===== config.mk =====
export PLATFORM = sky130hd
export DESIGN_NAME = can_tx_scan_arb
export DESIGN_NICKNAME = d
export VERILOG_FILES = /design/src/rtl/can_scan_pkg.sv /design/src/rtl/can_scan_chmux.sv /design/src/rtl/can_scan_best.sv /design/src/rtl/can_tx_scan_arb.sv
export SDC_FILE = /design/constraint.sdc
export NUM_CORES = 1
export LEC_CHECK = 0
export ABC_AREA = 1
export CORE_MARGIN = 8
export CORE_UTILIZATION = 35
export CTS_CLUSTER_SIZE = 20
export DETAILED_ROUTE_END_ITERATION = 8
export GPL_TIMING_DRIVEN = 0
export HOLD_SLACK_MARGIN = 0.12
export PLACE_DENSITY = 0.73
export SKIP_LAST_GASP = 1
export SYNTH_ARGS = -nofsm -noshare
export SYNTH_HDL_FRONTEND = slang
export SYNTH_SLANG_ARGS = --single-unit

===== constraint.sdc =====
create_clock -name clk -period 1.95 [get_ports clk]
set_input_delay 0.39 -clock clk [delete_from_list [all_inputs] [get_ports clk]]
set_output_delay 0.39 -clock clk [all_outputs]
set_load 0.005 [all_outputs]

===== src/rtl/can_scan_pkg.sv =====
package can_scan_pkg;
  typedef enum logic [2:0] {
    ST_IDLE  = 3'd0,
    ST_LOAD  = 3'd1,
    ST_TEST  = 3'd2,
    ST_CMP   = 3'd3,
    ST_CLOSE = 3'd4,
    ST_HOLD  = 3'd5
  } scan_state_e;
endpackage


===== src/rtl/can_scan_chmux.sv =====
module can_scan_chmux #(
  parameter int NUM_CH = 16,
  parameter int ID_W   = 11,
  localparam int CH_W  = $clog2(NUM_CH)
) (
  input  logic [NUM_CH-1:0]      en,
  input  logic [NUM_CH-1:0]      dir_tx,
  input  logic [NUM_CH*ID_W-1:0] ids,
  input  logic [CH_W-1:0]        sel,
  output logic                   is_tx,
  output logic [ID_W-1:0]        id
);
  logic [ID_W-1:0] id_arr [NUM_CH];

  for (genvar g = 0; g < NUM_CH; g++) begin : g_split
    assign id_arr[g] = ids[g*ID_W +: ID_W];
  end

  always_comb begin
    is_tx = en[sel] & dir_tx[sel];
    id    = id_arr[sel];
  end
endmodule


===== src/rtl/can_scan_best.sv =====
module can_scan_best #(
  parameter int ID_W  = 11,
  parameter int CH_W  = 4
) (
  input  logic            clk,
  input  logic            rst,
  input  logic            clear,
  input  logic            upd,
  input  logic [ID_W-1:0] cand_id,
  input  logic [CH_W-1:0] cand_ch,
  output logic            found,
  output logic [CH_W-1:0] best_ch
);
  logic [ID_W-1:0] best_id;

  always_ff @(posedge clk) begin
    if (rst || clear) begin
      found   <= 1'b0;
      best_id <= '0;
      best_ch <= '0;
    end else if (upd && (!found || cand_id < best_id)) begin
      found   <= 1'b1;
      best_id <= cand_id;
      best_ch <= cand_ch;
    end
  end
endmodule


===== src/rtl/can_tx_scan_arb.sv =====
module can_tx_scan_arb
  import can_scan_pkg::*;
#(
  parameter int NUM_CH = 16,
  parameter int ID_W   = 11,
  localparam int CH_W  = $clog2(NUM_CH)
) (
  input  logic                   clk,
  input  logic                   rst,
  input  logic [NUM_CH-1:0]      ch_en,
  input  logic [NUM_CH-1:0]      ch_dir_tx,
  input  logic [NUM_CH*ID_W-1:0] ch_id,
  input  logic                   bus_idle,
  input  logic                   tx_done,
  output logic                   tx_start,
  output logic [CH_W-1:0]        tx_ch,
  output logic                   scan_busy
);
  localparam logic [CH_W-1:0] LAST_CH = CH_W'(NUM_CH - 1);

  scan_state_e     state, state_n;
  logic [CH_W-1:0] ch_idx, ch_idx_n;
  logic            cur_tx;
  logic [ID_W-1:0] cur_id;
  logic            mux_tx;
  logic [ID_W-1:0] mux_id;
  logic            best_clr, best_upd, found;
  logic [CH_W-1:0] best_ch;
  logic            start_n;

  can_scan_chmux #(.NUM_CH(NUM_CH), .ID_W(ID_W)) u_mux (
    .en(ch_en), .dir_tx(ch_dir_tx), .ids(ch_id), .sel(ch_idx),
    .is_tx(mux_tx), .id(mux_id)
  );

  can_scan_best #(.ID_W(ID_W), .CH_W(CH_W)) u_best (
    .clk(clk), .rst(rst), .clear(best_clr), .upd(best_upd),
    .cand_id(cur_id), .cand_ch(ch_idx), .found(found), .best_ch(best_ch)
  );

  // Next-state logic: visit = LOAD, TEST (+ CMP for transmit channels)
  always_comb begin
    state_n  = state;
    ch_idx_n = ch_idx;
    best_clr = 1'b0;
    best_upd = 1'b0;
    start_n  = 1'b0;
    unique case (state)
      ST_IDLE: begin
        best_clr = 1'b1;
        if (bus_idle) begin
          state_n  = ST_LOAD;
          ch_idx_n = '0;
        end
      end
      ST_LOAD: begin
        if (!bus_idle) begin
          state_n  = ST_IDLE;
          best_clr = 1'b1;
        end else begin
          state_n  = ST_TEST;
        end
      end
      ST_TEST, ST_CMP: begin
        if (!bus_idle) begin
          state_n  = ST_IDLE;
          best_clr = 1'b1;
        end else if (state == ST_TEST && cur_tx) begin
          state_n  = ST_CMP;
        end else begin
          best_upd = (state == ST_CMP);
          if (ch_idx == LAST_CH) begin
            state_n = ST_CLOSE;
          end else begin
            state_n  = ST_LOAD;
            ch_idx_n = ch_idx + 1'b1;
          end
        end
      end
      ST_CLOSE: begin
        if (!bus_idle) begin
          state_n  = ST_IDLE;
          best_clr = 1'b1;
        end else if (found) begin
          state_n = ST_HOLD;
          start_n = 1'b1;
        end else begin
          state_n  = ST_LOAD;
          ch_idx_n = '0;
          best_clr = 1'b1;
        end
      end
      ST_HOLD: begin
        if (tx_done) begin
          best_clr = 1'b1;
          ch_idx_n = '0;
          state_n  = bus_idle ? ST_LOAD : ST_IDLE;
        end
      end
      default: state_n = ST_IDLE;
    endcase
  end

  always_ff @(posedge clk) begin
    if (rst) begin
      state     <= ST_IDLE;
      ch_idx    <= '0;
      cur_tx    <= 1'b0;
      cur_id    <= '0;
      tx_start  <= 1'b0;
      tx_ch     <= '0;
      scan_busy <= 1'b0;
    end else begin
      state     <= state_n;
      ch_idx    <= ch_idx_n;
      tx_start  <= start_n;
      scan_busy <= (state_n == ST_LOAD) || (state_n == ST_TEST) ||
                   (state_n == ST_CMP)  || (state_n == ST_CLOSE);
      if (state == ST_LOAD) begin
        cur_tx <= mux_tx;
        cur_id <= mux_id;
      end
      if (start_n) tx_ch <= best_ch;
    end
  end
endmodule


==> flow_metrics.py <==
metrics = {
    "grt": {
        "track_usage": 0.256,
        "grt_antenna_before_repair": 0,
        "grt_overflow": 0,
        "global_route_wire_length_before_repair_um": 29100,
        "grt_max_degree": 14,
        "first_global_vias": 5030,
    },
    "critical_path": {
        "cpMostUsedCell": "nand3_1",
        "r2r_start": "ch_idx[3]",
        "critical_path_required_ns": 2.15,
        "cells_on_worst_reg2reg_path": 8,
        "critPathLaunchType": "flop",
        "rrSetupSlack_ns": 0.1,
        "category_of_the_worst_setup_path_capture_point": "flop",
        "critical_path.max_stage_delay_ns": 0.53,
        "crit_type": "flop to flop",
        "cp_data_arrival_time_ns": 2.05,
        "critical_path.reg2reg.endpoint": "cur_id[10]",
        "crit_slowest_cell": "clkbuf_1",
        "path_cells": "buf_4, inv_2, clkbuf_1, o211ai_1, nand3_1, nand3_1, nand2_1, inv_1",
        "critical_path.max_fanout": 10,
    },
    "drt": {
        "route.detailed.vias_per_inst": 5.06,
        "via_count": 5346,
        "residual_antenna_violating_net_count_after_detailed_routing": 0,
        "drt_first_iter_violations": 582,
        "post-route-drc-count": 0,
        "wire_per_inst_um": 18.4,
        "drt_pre_antenna_iters": 5,
        "drt_wl_total_um": 19400,
    },
    "final_layout": {
        "nets": 1138,
        "syn2layout_area_growth_pct": 63.4,
        "layout.cell_area.non_filler_mm2": 0.00629,
        "mostFrequentLayoutCells": "clkdlybuf4s50_1 (217), nor2_1 (192), nand2_1 (123)",
        "antenna_diode_count": 0,
        "drive_gt1_frac": 0.0480,
        "final_cells": 1056,
        "layout.cells.most_common": "clkdlybuf4s50_1",
        "post-route-util": 0.583,
    },
    "place": {
        "dpl.cell_count": 1048,
        "placedInstanceArea_mm2": 0.00620,
        "detailed_place_hpwl_um": 16000,
        "port_buffers": 217,
        "globalplace.congestion": 0.927,
        "pre_cts_slack_ns": -0.218,
    },
    "timing": {
        "period_minus_slack_ns": 1.85,
        "fin_skew_ns": 0.0130,
        "finalHoldViolations": 0,
        "final_max_slew_viol_count": 0,
        "timing.slew.headroom": 0.559,
        "final_setup_slack_of_the_worst_path_ns": 0.0981,
        "hold_slack_ns": 0.465,
        "fin_tns_setup_ns": 0,
        "slew_of_the_pin_with_the_lowest_slew_margin_ns": 0.661,
        "setup_viol": 0,
        "rsz0062_at_grt": "false",
        "clock.fmax_mhz": 540,
        "min_period_over_period": 0.950,
    },
    "min_path": {
        "holdPathStages": 2,
        "holdPathEnd": "tx_ch[1]",
        "worst_hold_startpoint": "u_best.best_ch[1]",
        "hold_path_class": "flop to flop",
    },
    "clock_network": {
        "ctsLongestPathBuffers": 2,
        "ctsHtreeMaxLevel": 2,
        "numCtsBuffers": 5,
        "cts.reportedPaths.clkPinSlew_ns": 0.09,
        "clock-sinks": 41,
        "insertion_delay_ns": 0.30,
        "ctsRootBufferMaster": "clkbuf_8",
        "hold_buffers": 0,
        "cts_tree": "built",
    },
    "run_status": {
        "outcome": "finished clean",
    },
    "synth": {
        "synth_cells": 691,
        "post_synth_num_cell_types": 26,
        "ys_ff_latch": 41,
        "synth.avg_cell_area_um2": 5.57,
        "ys_warn_count": 0,
        "synth_seq_area_share": 0.213,
        "post_synth_main_area_contributors": "dfxtp_1 (21%), nor2_1 (19%), nand2_1 (12%)",
        "syn-num-nets": 914,
        "synthDominantAreaCellType": "dfxtp_1",
        "post-synth-top-area-fraction": 0.213,
        "post_synth_instance_area_mm2": 0.00385,
    },
    "floorplan": {
        "floorplan.rows": 38,
        "die_area_mm2": 0.0146,
        "initial_core_util": 0.357,
        "ioPinCount": 218,
        "placeableCoreArea_mm2": 0.0108,
        "floorplan.die.width_um": 121,
        "die_span_in_y_um": 121,
    },
    "power_and_ir_drop": {
        "p_leak_nw": 2.73,
        "final_total_power_mw": 2.58,
        "power.ir.vdd_worst_v": 0.000314,
        "cellPowerDensity_mw_per_mm2": 410,
    },
    "job": {
        "total_of_max_cap_violations": 0,
    },
}
[worst max-delay path by stage]
stage          slack [ns]                 to               start  depth (start not counted)
2_1_floorplan        0.47  u_best.best_ch[3]  u_best.best_id[10]                         14
3_3_place_gp        -0.26          ch_idx[0]                 rst                          5
3_5_place_dp        -0.22          ch_idx[1]                 rst                          5
4_1_cts              0.08             cur_tx           ch_idx[0]                          8
5_1_grt              0.01          cur_id[8]           ch_idx[1]                          8
6_report              0.1         cur_id[10]           ch_idx[3]                          8
[routing by layer]
| metal | up-vias | part of all wire | track usage |
|---|---|---|---|
| li1 | 2703 | - | - |
| met1 | 2383 | 0.43 | 0.336 |
| met2 | 236 | 0.47 | 0.425 |
| met3 | 24 | 0.080 | 0.0465 |
| met4 | 0 | 0.018 | 0.0578 |
| met5 | - | 0 | 0 |
[sequential cells by signal (all words and copies together) (netlist names), 3 cells and up]
name,flops
state,3
u_best.best_id,11
cur_id,11
tx_ch,4
ch_idx,4
u_best.best_ch,4
[cells by family after synthesis]
kind of cell    synth area share
fa+ha+maj                 0.0358
buf+inv                    0.117
simple gates               0.400
flops                      0.213
compound gates             0.233
[final cells by class]
type                            instances  area [µm²]
Timing Repair Buffer                  217        2170
Buffer                                 46         251
Multi-Input combinational cell        550        2580
Inverter                               54         206
Fill cell                            1136        4500
Clock inverter                          3        17.5
Clock buffer                            5        68.8
Tap cell                              140         175
Sequential cell                        41         822
[critical path, delay by kind of cell (launching register included)]
kind	cells	cell delay [ns]
AND/OR/NAND/NOR	3	0.28
AO/OA/AOI/OAI	1	0.30
flip-flops	1	0.31
buffers and inverters	4	0.85
[cells in the mapped netlist, drive strengths merged]
master / n
nand3: 60
nand3b: 1
o211ai: 33
clkbuf: 18
nand4: 2
clkinv: 2
dfxtp: 41
o21a: 11
a21o: 1
a21oi: 15
nor3: 3
inv: 52
buf: 28
ha: 11
nor2: 193
nand2: 123
o21ai: 97
[repair_timing]
| action | CTS | global route |
|---|---|---|
| setup buffers | 0 | 0 |
| resized for setup | 0 | 7 |
| endpoints found under the setup margin | 0 | 9 |
[report_power, final]
| part | total, mW | switching (mW) | internal (mW) |
|---|---|---|---|
| registers | 0.892 | 0.0266 | 0.865 |
| clock network | 0.557 | 0.310 | 0.247 |
| logic | 1.13 | 0.510 | 0.617 |
| total | 2.58 | 0.846 | 1.73 |
Note: power is estimated with default switching activity, not from simulation.
